File: config.mk
export PLATFORM = sky130hd
export DESIGN_NAME = mesh_bypass_router
export DESIGN_NICKNAME = d
export VERILOG_FILES = /design/src/rtl/mesh_router_pkg.sv /design/src/rtl/mesh_bypass_lane.sv /design/src/rtl/mesh_flag_bank.sv /design/src/rtl/mesh_bypass_router.sv
export SDC_FILE = /design/constraint.sdc
export NUM_CORES = 1
export LEC_CHECK = 0
export ABC_CLOCK_PERIOD_IN_PS = 1200
export BUFFER_PORTS_ARGS = -buffer_cell sky130_fd_sc_hd__buf_2
export CORE_MARGIN = 2
export CORE_UTILIZATION = 35
export DETAILED_ROUTE_END_ITERATION = 6
export HOLD_SLACK_MARGIN = 0.02
export PLACE_DENSITY = 0.85
export SLEW_MARGIN = 40
export SYNTH_ARGS = -nofsm -noshare
export SYNTH_HDL_FRONTEND = slang
export SYNTH_SLANG_ARGS = --single-unit
File: constraint.sdc
create_clock -name clk -period 1.2 [get_ports clk]
set_input_delay 0.12 -clock clk [delete_from_list [all_inputs] [get_ports clk]]
set_output_delay 0.12 -clock clk [all_outputs]
set_load 0.05 [all_outputs]
File: src/rtl/mesh_router_pkg.sv
package mesh_router_pkg;

    typedef enum logic {
        MODE_FULL   = 1'b0,
        MODE_COARSE = 1'b1
    } route_mode_e;

endpackage

File: src/rtl/mesh_bypass_lane.sv
// One-way chain along a row or column. Index 0 sits at the upstream edge.
// A member launches its own bit downstream. A non-member forwards what arrives.
module mesh_bypass_lane #(
    parameter int LEN = 4
) (
    input  logic [LEN-1:0] member_i,
    input  logic [LEN-1:0] src_i,
    output logic [LEN-1:0] arrive_o
);

    always_comb begin
        logic carry;
        carry = 1'b0;
        for (int k = 0; k < LEN; k++) begin
            arrive_o[k] = carry;
            carry       = member_i[k] ? src_i[k] : carry;
        end
    end

endmodule

File: src/rtl/mesh_flag_bank.sv
module mesh_flag_bank #(
    parameter int CELLS = 16
) (
    input  logic             clk,
    input  logic             rst_n,
    input  logic             load_i,
    input  logic [CELLS-1:0] plane_i,
    output logic [CELLS-1:0] flag_o
);

    typedef struct packed {
        logic [CELLS-1:0] flags;
    } bank_t;

    bank_t st_d, st_q;

    always_comb begin
        st_d = st_q;
        if (load_i) begin
            st_d.flags = plane_i;
        end
    end

    always_ff @(posedge clk or negedge rst_n) begin
        if (!rst_n) begin
            st_q <= '0;
        end else begin
            st_q <= st_d;
        end
    end

    assign flag_o = st_q.flags;


    flag_hold_chk: assert property (@(posedge clk) disable iff (!rst_n)
        !load_i |=> $stable(flag_o));


    flag_take_chk: assert property (@(posedge clk) disable iff (!rst_n)
        load_i |=> (flag_o == $past(plane_i)));

endmodule

File: src/rtl/mesh_bypass_router.sv
module mesh_bypass_router #(
    parameter int ROWS = 4,
    parameter int COLS = 4
) (
    input  logic                 clk,
    input  logic                 rst_n,
    input  logic                 mode_i,
    input  logic                 flag_load_i,
    input  logic [ROWS*COLS-1:0] flag_plane_i,
    input  logic [ROWS*COLS-1:0] bcast_i,
    output logic [ROWS*COLS-1:0] rx_n_o,
    output logic [ROWS*COLS-1:0] rx_s_o,
    output logic [ROWS*COLS-1:0] rx_e_o,
    output logic [ROWS*COLS-1:0] rx_w_o,
    output logic [ROWS*COLS-1:0] rx_ne_o,
    output logic [ROWS*COLS-1:0] rx_nw_o,
    output logic [ROWS*COLS-1:0] rx_se_o,
    output logic [ROWS*COLS-1:0] rx_sw_o
);
    import mesh_router_pkg::*;

    localparam int CELLS = ROWS * COLS;

    route_mode_e      mode;
    logic             coarse;
    logic [CELLS-1:0] flag_q;
    logic [CELLS-1:0] member;
    logic [CELLS-1:0] raw_n, raw_s, raw_e, raw_w;
    logic [CELLS-1:0] dg_ne, dg_nw, dg_se, dg_sw;

    assign mode   = route_mode_e'(mode_i);
    assign coarse = (mode == MODE_COARSE);
    // Full mode treats every cell as a member, so each lane degenerates to one hop.
    assign member = coarse ? flag_q : '1;

    mesh_flag_bank #(.CELLS(CELLS)) i_flags (
        .clk    (clk),
        .rst_n  (rst_n),
        .load_i (flag_load_i),
        .plane_i(flag_plane_i),
        .flag_o (flag_q)
    );

    // Row lanes: eastward traffic feeds rx_w, westward traffic feeds rx_e.
    for (genvar r = 0; r < ROWS; r++) begin : g_row
        logic [COLS-1:0] m_fw, s_fw, a_fw, m_bw, s_bw, a_bw;
        for (genvar c = 0; c < COLS; c++) begin : g_cell
            assign m_fw[c] = member[r*COLS+c];
            assign s_fw[c] = bcast_i[r*COLS+c];
            assign m_bw[c] = member[r*COLS+COLS-1-c];
            assign s_bw[c] = bcast_i[r*COLS+COLS-1-c];
            assign raw_w[r*COLS+c]        = a_fw[c];
            assign raw_e[r*COLS+COLS-1-c] = a_bw[c];
        end
        mesh_bypass_lane #(.LEN(COLS)) i_east (.member_i(m_fw), .src_i(s_fw), .arrive_o(a_fw));
        mesh_bypass_lane #(.LEN(COLS)) i_west (.member_i(m_bw), .src_i(s_bw), .arrive_o(a_bw));
    end

    // Column lanes: southward traffic feeds rx_n, northward traffic feeds rx_s.
    for (genvar c = 0; c < COLS; c++) begin : g_col
        logic [ROWS-1:0] m_fw, s_fw, a_fw, m_bw, s_bw, a_bw;
        for (genvar r = 0; r < ROWS; r++) begin : g_cell
            assign m_fw[r] = member[r*COLS+c];
            assign s_fw[r] = bcast_i[r*COLS+c];
            assign m_bw[r] = member[(ROWS-1-r)*COLS+c];
            assign s_bw[r] = bcast_i[(ROWS-1-r)*COLS+c];
            assign raw_n[r*COLS+c]          = a_fw[r];
            assign raw_s[(ROWS-1-r)*COLS+c] = a_bw[r];
        end
        mesh_bypass_lane #(.LEN(ROWS)) i_south (.member_i(m_fw), .src_i(s_fw), .arrive_o(a_fw));
        mesh_bypass_lane #(.LEN(ROWS)) i_north (.member_i(m_bw), .src_i(s_bw), .arrive_o(a_bw));
    end

    // Diagonal neighbours, used only at full resolution.
    for (genvar r = 0; r < ROWS; r++) begin : g_dr
        for (genvar c = 0; c < COLS; c++) begin : g_dc
            if (r > 0 && c < COLS-1) begin : g_ne
                assign dg_ne[r*COLS+c] = bcast_i[(r-1)*COLS+c+1];
            end else begin : g_ne0
                assign dg_ne[r*COLS+c] = 1'b0;
            end
            if (r > 0 && c > 0) begin : g_nw
                assign dg_nw[r*COLS+c] = bcast_i[(r-1)*COLS+c-1];
            end else begin : g_nw0
                assign dg_nw[r*COLS+c] = 1'b0;
            end
            if (r < ROWS-1 && c < COLS-1) begin : g_se
                assign dg_se[r*COLS+c] = bcast_i[(r+1)*COLS+c+1];
            end else begin : g_se0
                assign dg_se[r*COLS+c] = 1'b0;
            end
            if (r < ROWS-1 && c > 0) begin : g_sw
                assign dg_sw[r*COLS+c] = bcast_i[(r+1)*COLS+c-1];
            end else begin : g_sw0
                assign dg_sw[r*COLS+c] = 1'b0;
            end
        end
    end

    // A bypassed cell only relays traffic. It hears nothing itself.
    assign rx_n_o  = raw_n & member;
    assign rx_s_o  = raw_s & member;
    assign rx_e_o  = raw_e & member;
    assign rx_w_o  = raw_w & member;
    assign rx_ne_o = coarse ? '0 : dg_ne;
    assign rx_nw_o = coarse ? '0 : dg_nw;
    assign rx_se_o = coarse ? '0 : dg_se;
    assign rx_sw_o = coarse ? '0 : dg_sw;


    nonmember_quiet_chk: assert property (@(posedge clk) disable iff (!rst_n)
        (mode_i == 1'b1) |-> (((rx_n_o | rx_s_o | rx_e_o | rx_w_o) & ~flag_q) == '0));


    diag_off_chk: assert property (@(posedge clk) disable iff (!rst_n)
        (mode_i == 1'b1) |-> ((rx_ne_o | rx_nw_o | rx_se_o | rx_sw_o) == '0));


    north_edge_chk: assert property (@(posedge clk) disable iff (!rst_n)
        1'b1 |-> ((rx_n_o[COLS-1:0] | rx_nw_o[COLS-1:0] | rx_ne_o[COLS-1:0]) == '0));


    south_edge_chk: assert property (@(posedge clk) disable iff (!rst_n)
        1'b1 |-> ((rx_s_o[CELLS-1:CELLS-COLS] | rx_se_o[CELLS-1:CELLS-COLS]) == '0));

endmodule

==> results of run 1 <==
==> placed cells by master (no fill, tap or decap), types with 7 or more instances in the layout <==
cell type  count
nor2b_4       16
and2_1         7
dfrtp_1       15
mux2_2        13
buf_8         14
o2bb2ai_4      8
clkbuf_4       7
and2_4        12
nor2_4        12
buf_4         47
conb_1        44
buf_6         64
nand2_1       18
buf_2         62
mux2i_4       10
nand2_4       20
nand2_2        8
==> logic make-up (layout without fill, tap and decap cells) <==
family                 count (synthesis)  in the layout  synth area share [%]
muxes                                 30             30                 15.96
buffers and inverters                 78            204                 27.11
other                                  1             44                0.1798
DFF                                   16             16                 19.20
AOI/OAI and AO/OA                     30             30                 11.04
and+or+nand+nor                      107            107                 26.51
==> power breakdown <==
group	switching [mW]	internal [mW]	leakage, nW
sequential	0.0439	0.593	0.187
clock	0.208	0.236	0.0228
combinational	1.90	1.19	1.94
==> critical path, cell delays in order, from the launching register on <==
cell      delay (ns)
dfrtp_1         0.42
nor2b_4         0.18
mux2i_2         0.29
a21boi_4        0.22
buf_6           0.17
==> routing by layer <==
metal  part of all wire (%)  wire [µm]
met1                     36       2758
met2                     56       4314
met3                    5.4        412
met4                    2.5        193
met5                      0          0
==> what timing repair did <==
item / CTS / global route
endpoints found under the setup margin: 48 / 55
gates resized for setup: 174 / 45
buffers inserted: 14 / 10
pin swaps: 19 / 13
hold endpoints to repair: 16 / 0
hold buffers: 1 / 0
==> how the worst min path moves through the flow <==
| stage | startpoint | to | slack (ns) | depth (start not counted) |
|---|---|---|---|---|
| global placement | rst_n | i_flags.flag_o[0]$_DFFE_PN0P_ | 0.07 | 1 |
| CTS | flag_plane_i[8] | i_flags.flag_o[8]$_DFFE_PN0P_ | 0.09 | 3 |
| global route | flag_plane_i[5] | i_flags.flag_o[5]$_DFFE_PN0P_ | 0.09 | 2 |
| floorplan | rst_n | i_flags.flag_o[0]$_DFFE_PN0P_ | -0.18 | 0 |
| finish | flag_plane_i[8] | i_flags.flag_o[8]$_DFFE_PN0P_ | 0.09 | 3 |
| detailed placement | rst_n | i_flags.flag_o[0]$_DFFE_PN0P_ | 0.07 | 1 |
==> cell type report <==
| class | instances | share of cell area (%) |
|---|---|---|
| Tap cell | 75 | 2.184 |
| Multi-Input combinational cell | 211 | 48.05 |
| Timing Repair Buffer | 196 | 39.02 |
| Clock buffer | 4 | 1.048 |
| Sequential cell | 16 | 9.348 |
| Inverter | 4 | 0.3494 |
==> flow_summary_export.csv, run 1 <==
group,metric,value,unit
outcome,status,"finished with violations",
outcome,violations,"setup timing",
detailed_routing,route.antenna.remaining_nets,0,
hold_path,hold_path.class,"in2reg",
sta,timing.hold.ws,0.08992,ns
setup_path,crit_required,1.08,ns
detailed_routing,routed_via_density,4.628,
global_routing,grt_pass1_wl,11.20,mm
floorplanning,die_h,81.20,µm
global_routing,grt_util_met2,41.16,%
global_routing,top_usage_layer,"met2",
floorplanning,dieArea,6593,µm²
finish,final_util,73.44,%
global_routing,grt_antenna_before_repair,0,
sta,setup_viol,49,
clock_tree,cts_sinks,16,
finish,drive_gt1_share,77.26,%
power,p_total,4.169,mW
logic_synthesis,ys_seq_elements,16,
sta,tns,-15.12,ns
detailed_routing,drt_iter0_markers,58,
logic_synthesis,synth_cells,262,
logic_synthesis,synth_flop_cell,"dfrtp_1",
clock_tree,cts.reportedPaths.clkPinSlew,0.07,ns
global_routing,use_met3,2.667,%
logic_synthesis,yosys.area.top_type,"buf_4",
setup_path,path_class,"reg2out",
detailed_routing,wl_per_cell,15.17,µm
setup_path,end_kind,"primary output",
placement,port_buffers,119,
sta,fmax,0.6038,GHz
setup_path,startpoint,"i_flags.flag_o[6]$_DFFE_PN0P_",
sta,rsz0062_at_grt,"true",
sta,final.setup_skew,0,ns
placement,gp_congestion,0.7996,
setup_path,r2r-end,"i_flags.flag_o[1]$_DFFE_PN0P_",
placement,dpl.hpwl,5.331,mm
logic_synthesis,synth-edff-count,0,
finish,n_antenna_cell,0,
sta,period_needed,1.656,ns
clock_tree,cts_made_buffers,3,
logic_synthesis,synth.distinct_cells,24,
power,leakage,2.154,nW
setup_path,critical_path.endpoint,"rx_n_o[10]",
floorplanning,core_area,5851,µm²
logic_synthesis,synth_most_common_cell,"buf_4",
power,ir_drop,0.5276,mV
finish,largest_register_ff_count,16,
finish,fin_cells,506,
logic_synthesis,syn_area,2086,µm²
sta,worst_slack,-0.4561,ns
finish,multi_input_area,2064,µm²
sta,final-max-slew-violation-count,0,
finish,nFillCells,405,
logic_synthesis,yosysSeqAreaShare,19.20,%
placement,preCtsSetupSlack,-0.3033,ns
setup_path,crit_path_start_kind,"flip-flop",
logic_synthesis,ys_async_sr_fraction,100.0,%
global_routing,grt_pass1_vias,2316,
detailed_routing,routed_wl,7.678,mm
logic_synthesis,netlist_top_cells_area,"buf_4 23%, dfrtp_1 19%, nand2_1 8.3%",
finish,syn_to_final_growth,106.0,%
clock_tree,clk_latency,0.25,ns
finish,layout.nets,468,
detailed_routing,routed-via-count,2342,
logic_synthesis,synth_top_area_share,23.40,%
floorplanning,num_rows,28,
floorplanning,start_util,35.65,%
finish,ff_latch_area,401.6,µm²
placement,placed_area,3368,µm²
finish,finalInstanceArea,4297,µm²
floorplanning,io_pins,164,
detailed_routing,drtPass1Iterations,5,
logic_synthesis,yosysWarnings,0,
floorplanning,die_x,81.20,µm
sta,post-route-period-util,138.0,%
setup_path,reg2reg_depth,5,
logic_synthesis,synth_area_per_cell,7.961,µm²
sta,hold_viol,0,
setup_path,cp_data_arrival_time,1.54,ns
global_routing,use_met1,25.10,%
global_routing,track_usage,21.82,%
clock_tree,cts_max_level,1,
global_routing,grt_max_degree,18,
setup_path,rrSetupSlack,-0.01,ns
clock_tree,cts_root_buffer,"clkbuf_8",
setup_path,reg2reg_from,"i_flags.flag_o[1]$_DFFE_PN0P_",
placement,dp.cells,480,
clock_tree,cts_buffer_depth,2,
power,p_per_area,970.2,nW/µm²
detailed_routing,drc,0,
job,drv_cap,0,
setup_path,worstPathMaxFanout,4,
global_routing,gr-total-overflow,0,
logic_synthesis,synth_common_cells,"65 x buf_4, 46 x nand2_1, 19 x and2_1, 19 x nor2b_1, 16 x dfrtp_1",
clock_tree,tritoncts,"yes",
No activity file was read; power rests on OpenSTA's default activity.
==> run 2, diff against run 1 <==
--- a/config.mk
+++ b/config.mk
@@ -5,13 +5,14 @@
 export SDC_FILE = /design/constraint.sdc
 export NUM_CORES = 1
 export LEC_CHECK = 0
+export ABC_AREA = 1
 export ABC_CLOCK_PERIOD_IN_PS = 1200
 export BUFFER_PORTS_ARGS = -buffer_cell sky130_fd_sc_hd__buf_2
 export CORE_MARGIN = 2
 export CORE_UTILIZATION = 35
 export DETAILED_ROUTE_END_ITERATION = 6
 export HOLD_SLACK_MARGIN = 0.02
-export PLACE_DENSITY = 0.85
+export PLACE_DENSITY = 0.87
 export SLEW_MARGIN = 40
 export SYNTH_ARGS = -nofsm -noshare
 export SYNTH_HDL_FRONTEND = slang
==> run 2 against run 1 <==
  * The flow still finishes with violations (setup timing)
  * Wire length increased by 1.3%
  * Synthesized cell count is 15% higher
  * Fmax up 9.1%
  * Non-clock buffer count is 17 higher
  * Final cell count is 11% higher
  * Area after synthesis shrank 4.8%
  * Register-to-register slack gained 0.23 ns
  * Critical path type unchanged
  * Highest routed layer unchanged
==> flow_summary_export.csv, run 2 <==
group,metric,value,unit
sta,post-route-period-util,126.5,%
clock_tree,cts_root_buffer,"clkbuf_8",
placement,placed_area,3304,µm²
logic_synthesis,synth_cells,301,
setup_path,rrSetupSlack,0.22,ns
logic_synthesis,muxShareOfSynthArea,4.537,%
logic_synthesis,netlist_top_cells_area,"buf_4 25%, dfrtp_1 20%, nand2_1 9.8%",
sta,period_needed,1.518,ns
global_routing,grt_antenna_before_repair,0,
setup_path,crit_required,1.08,ns
clock_tree,cts_sinks,16,
finish,layout_commonest_cell,"buf_4",
logic_synthesis,syn_area,1986,µm²
setup_path,critical-path-max-stage-delay,0.45,ns
logic_synthesis,yosysWarnings,0,
logic_synthesis,synth_flop_cell,"dfrtp_1",
detailed_routing,drtPass1Iterations,4,
sta,worst_slack,-0.3177,ns
clock_tree,cts_max_level,1,
sta,tns,-10.50,ns
finish,drive_gt1_share,74.69,%
setup_path,path_class,"reg2out",
detailed_routing,drt_iter0_markers,61,
clock_tree,clk_latency,0.24,ns
floorplanning,dieArea,6292,µm²
global_routing,gr-total-overflow,0,
power,leakage,2.183,nW
finish,layout.nets,527,
detailed_routing,route.antenna.remaining_nets,0,
logic_synthesis,yosys.area.top_type,"buf_4",
detailed_routing,drc,0,
global_routing,grt_pass1_wl,11.42,mm
logic_synthesis,synth_compound_area_share,8.066,%
setup_path,crit_path_start_kind,"flip-flop",
hold_path,hold_path.class,"in2reg",
logic_synthesis,synthSimpleGateAreaFrac,32.01,%
floorplanning,start_util,36.06,%
setup_path,cp_data_arrival_time,1.40,ns
sta,setup_viol,48,
clock_tree,tritoncts,"yes",
floorplanning,io_pins,164,
logic_synthesis,synth_most_common_cell,"buf_4",
global_routing,grt_max_degree,25,
power,p_per_area,989.5,nW/µm²
detailed_routing,routed_via_density,4.386,
detailed_routing,routed-via-count,2465,
placement,port_buffers,119,
clock_tree,cts_made_buffers,3,
setup_path,r2r-end,"i_flags.flag_o[13]$_DFFE_PN0P_",
logic_synthesis,synth_area_per_cell,6.597,µm²
logic_synthesis,yosysSeqAreaShare,20.16,%
outcome,violations,"setup timing",
placement,dpl.hpwl,5.649,mm
sta,final-max-slew-violation-count,0,
setup_path,reg2reg_depth,5,
sta,rsz0062_at_grt,"true",
sta,final.setup_skew,0,ns
finish,syn_to_final_growth,110.4,%
floorplanning,num_rows,27,
setup_path,crit_cells,6,
finish,n_antenna_cell,0,
logic_synthesis,ys_async_sr_fraction,100.0,%
clock_tree,cts_buffer_depth,2,
outcome,status,"finished with violations",
setup_path,path_cells,"nor2_8, inv_4, nand2_4, nand2_4, a21oi_4, buf_6",
clock_tree,cts.reportedPaths.clkPinSlew,0.06,ns
setup_path,crit_path_top_delay_cell,"dfrtp_2",
finish,final_cell_mix,"75 x buf_4, 70 x buf_2, 52 x buf_6",
setup_path,end_kind,"primary output",
detailed_routing,routed_wl,7.776,mm
logic_synthesis,synth_xor_area_share,0,%
power,ir_drop,0.8345,mV
logic_synthesis,synth_top_family_by_area,"buffers and inverters",
setup_path,worst_path_most_repeated_cell,"nand2_4",
floorplanning,die_x,79.32,µm
finish,finalInstanceArea,4178,µm²
setup_path,crit_family,"flip-flops",
finish,largest_register_ff_count,16,
logic_synthesis,synth_common_cells,"65 x buf_4, 52 x nand2_1, 50 x nor2_1, 36 x inv_1, 24 x a21oi_1",
floorplanning,die_h,79.32,µm
placement,gp_congestion,0.8993,
sta,fmax,0.6589,GHz
hold_path,worstHoldPathCells,3,
global_routing,track_usage,22.88,%
logic_synthesis,synth.distinct_cells,20,
logic_synthesis,synth-edff-count,0,
setup_path,cp_num_buf_inv,2,
logic_synthesis,synth_top_area_share,24.57,%
hold_path,min_from,"flag_plane_i[2]",
setup_path,reg2reg_from,"i_flags.flag_o[13]$_DFFE_PN0P_",
hold_path,whs_endpoint,"i_flags.flag_o[2]$_DFFE_PN0P_",
sta,hold_viol,0,
floorplanning,core_area,5507,µm²
detailed_routing,wl_per_cell,13.84,µm
global_routing,grt_pass1_vias,2383,
finish,nFillCells,369,
logic_synthesis,synth_adder_area_share,0,%
setup_path,worstPathMaxFanout,5,
job,drv_cap,0,
logic_synthesis,ys_seq_elements,16,
## run 2: worst max path at each step
stage | to | startpoint
2_1_floorplan | rx_n_o[12] | i_flags.flag_o[4]$_DFFE_PN0P_
3_3_place_gp | rx_n_o[11] | mode_i
3_5_place_dp | rx_e_o[1] | mode_i
4_1_cts | rx_w_o[11] | i_flags.flag_o[9]$_DFFE_PN0P_
5_1_grt | rx_n_o[14] | i_flags.flag_o[6]$_DFFE_PN0P_
6_report | rx_w_o[7] | i_flags.flag_o[5]$_DFFE_PN0P_
## run 2: cell families (layout without fill, tap and decap cells)
group | Yosys count | in the layout
other | 1 | 44
DFF | 16 | 16
AOI/OAI and AO/OA | 32 | 32
and+or+nand+nor | 132 | 132
muxes | 8 | 8
buffers and inverters | 112 | 258
## run 2: where the power goes
part	internal (mW)	switching, mW
clock network	0.291	0.172
registers	0.595	0.0616
logic	1.04	1.97
## run 2: cell type report
class                   count  area, µm²  share of cell area [%]
multi-input cells         216       1707                   40.85
flip-flops and latches     16      407.9                   9.763
repair buffers            213       1732                   41.45
inverters                  41      186.4                   4.462
well taps                  72      90.09                   2.156
clock buffers               4      55.05                   1.318
## run 2: metal layers
metal / routed length, µm / up-vias / global-route usage [%] / part of all wire [%]
li1: - / 1196 / - / -
met1: 3059 / 1162 / 26.10 / 39
met2: 4292 / 101 / 43.64 / 55
met3: 355 / 6 / 2.727 / 4.6
met4: 68 / 0 / 7.586 / 0.87
met5: 0 / - / 0 / 0
## run 2: per-stage QoR
stage	util [%]	setup WS (ns)	instances	hold WS, ns	total power [mW]
after floorplan	-	-0.1879	344	-0.1756	2.636
after global placement	60.01	-0.2029	536	0.03942	3.055
after detailed placement	60.01	-0.2607	536	0.04912	3.089
after CTS	71.64	-0.3115	555	0.07488	3.978
after global routing	75.87	-0.3797	562	0.09595	4.315
final	75.87	-0.3177	562	0.08729	4.134
## run 2: what timing repair did
| action | 4_1_cts | 5_1_grt |
|---|---|---|
| hold endpoints to repair | 16 | 0 |
| gates resized for setup | 158 | 51 |
| setup endpoints to repair | 48 | 48 |
| pin swaps | 22 | 19 |
| hold buffers | 1 | 0 |
| setup buffers | 16 | 8 |
## run 2: tightest hold or removal path: cells and delay by family
kind	cells	cell delay (ns)
buffers and inverters	1	0.07
AOI/OAI and AO/OA	1	0.06
and+or+nand+nor	1	0.05
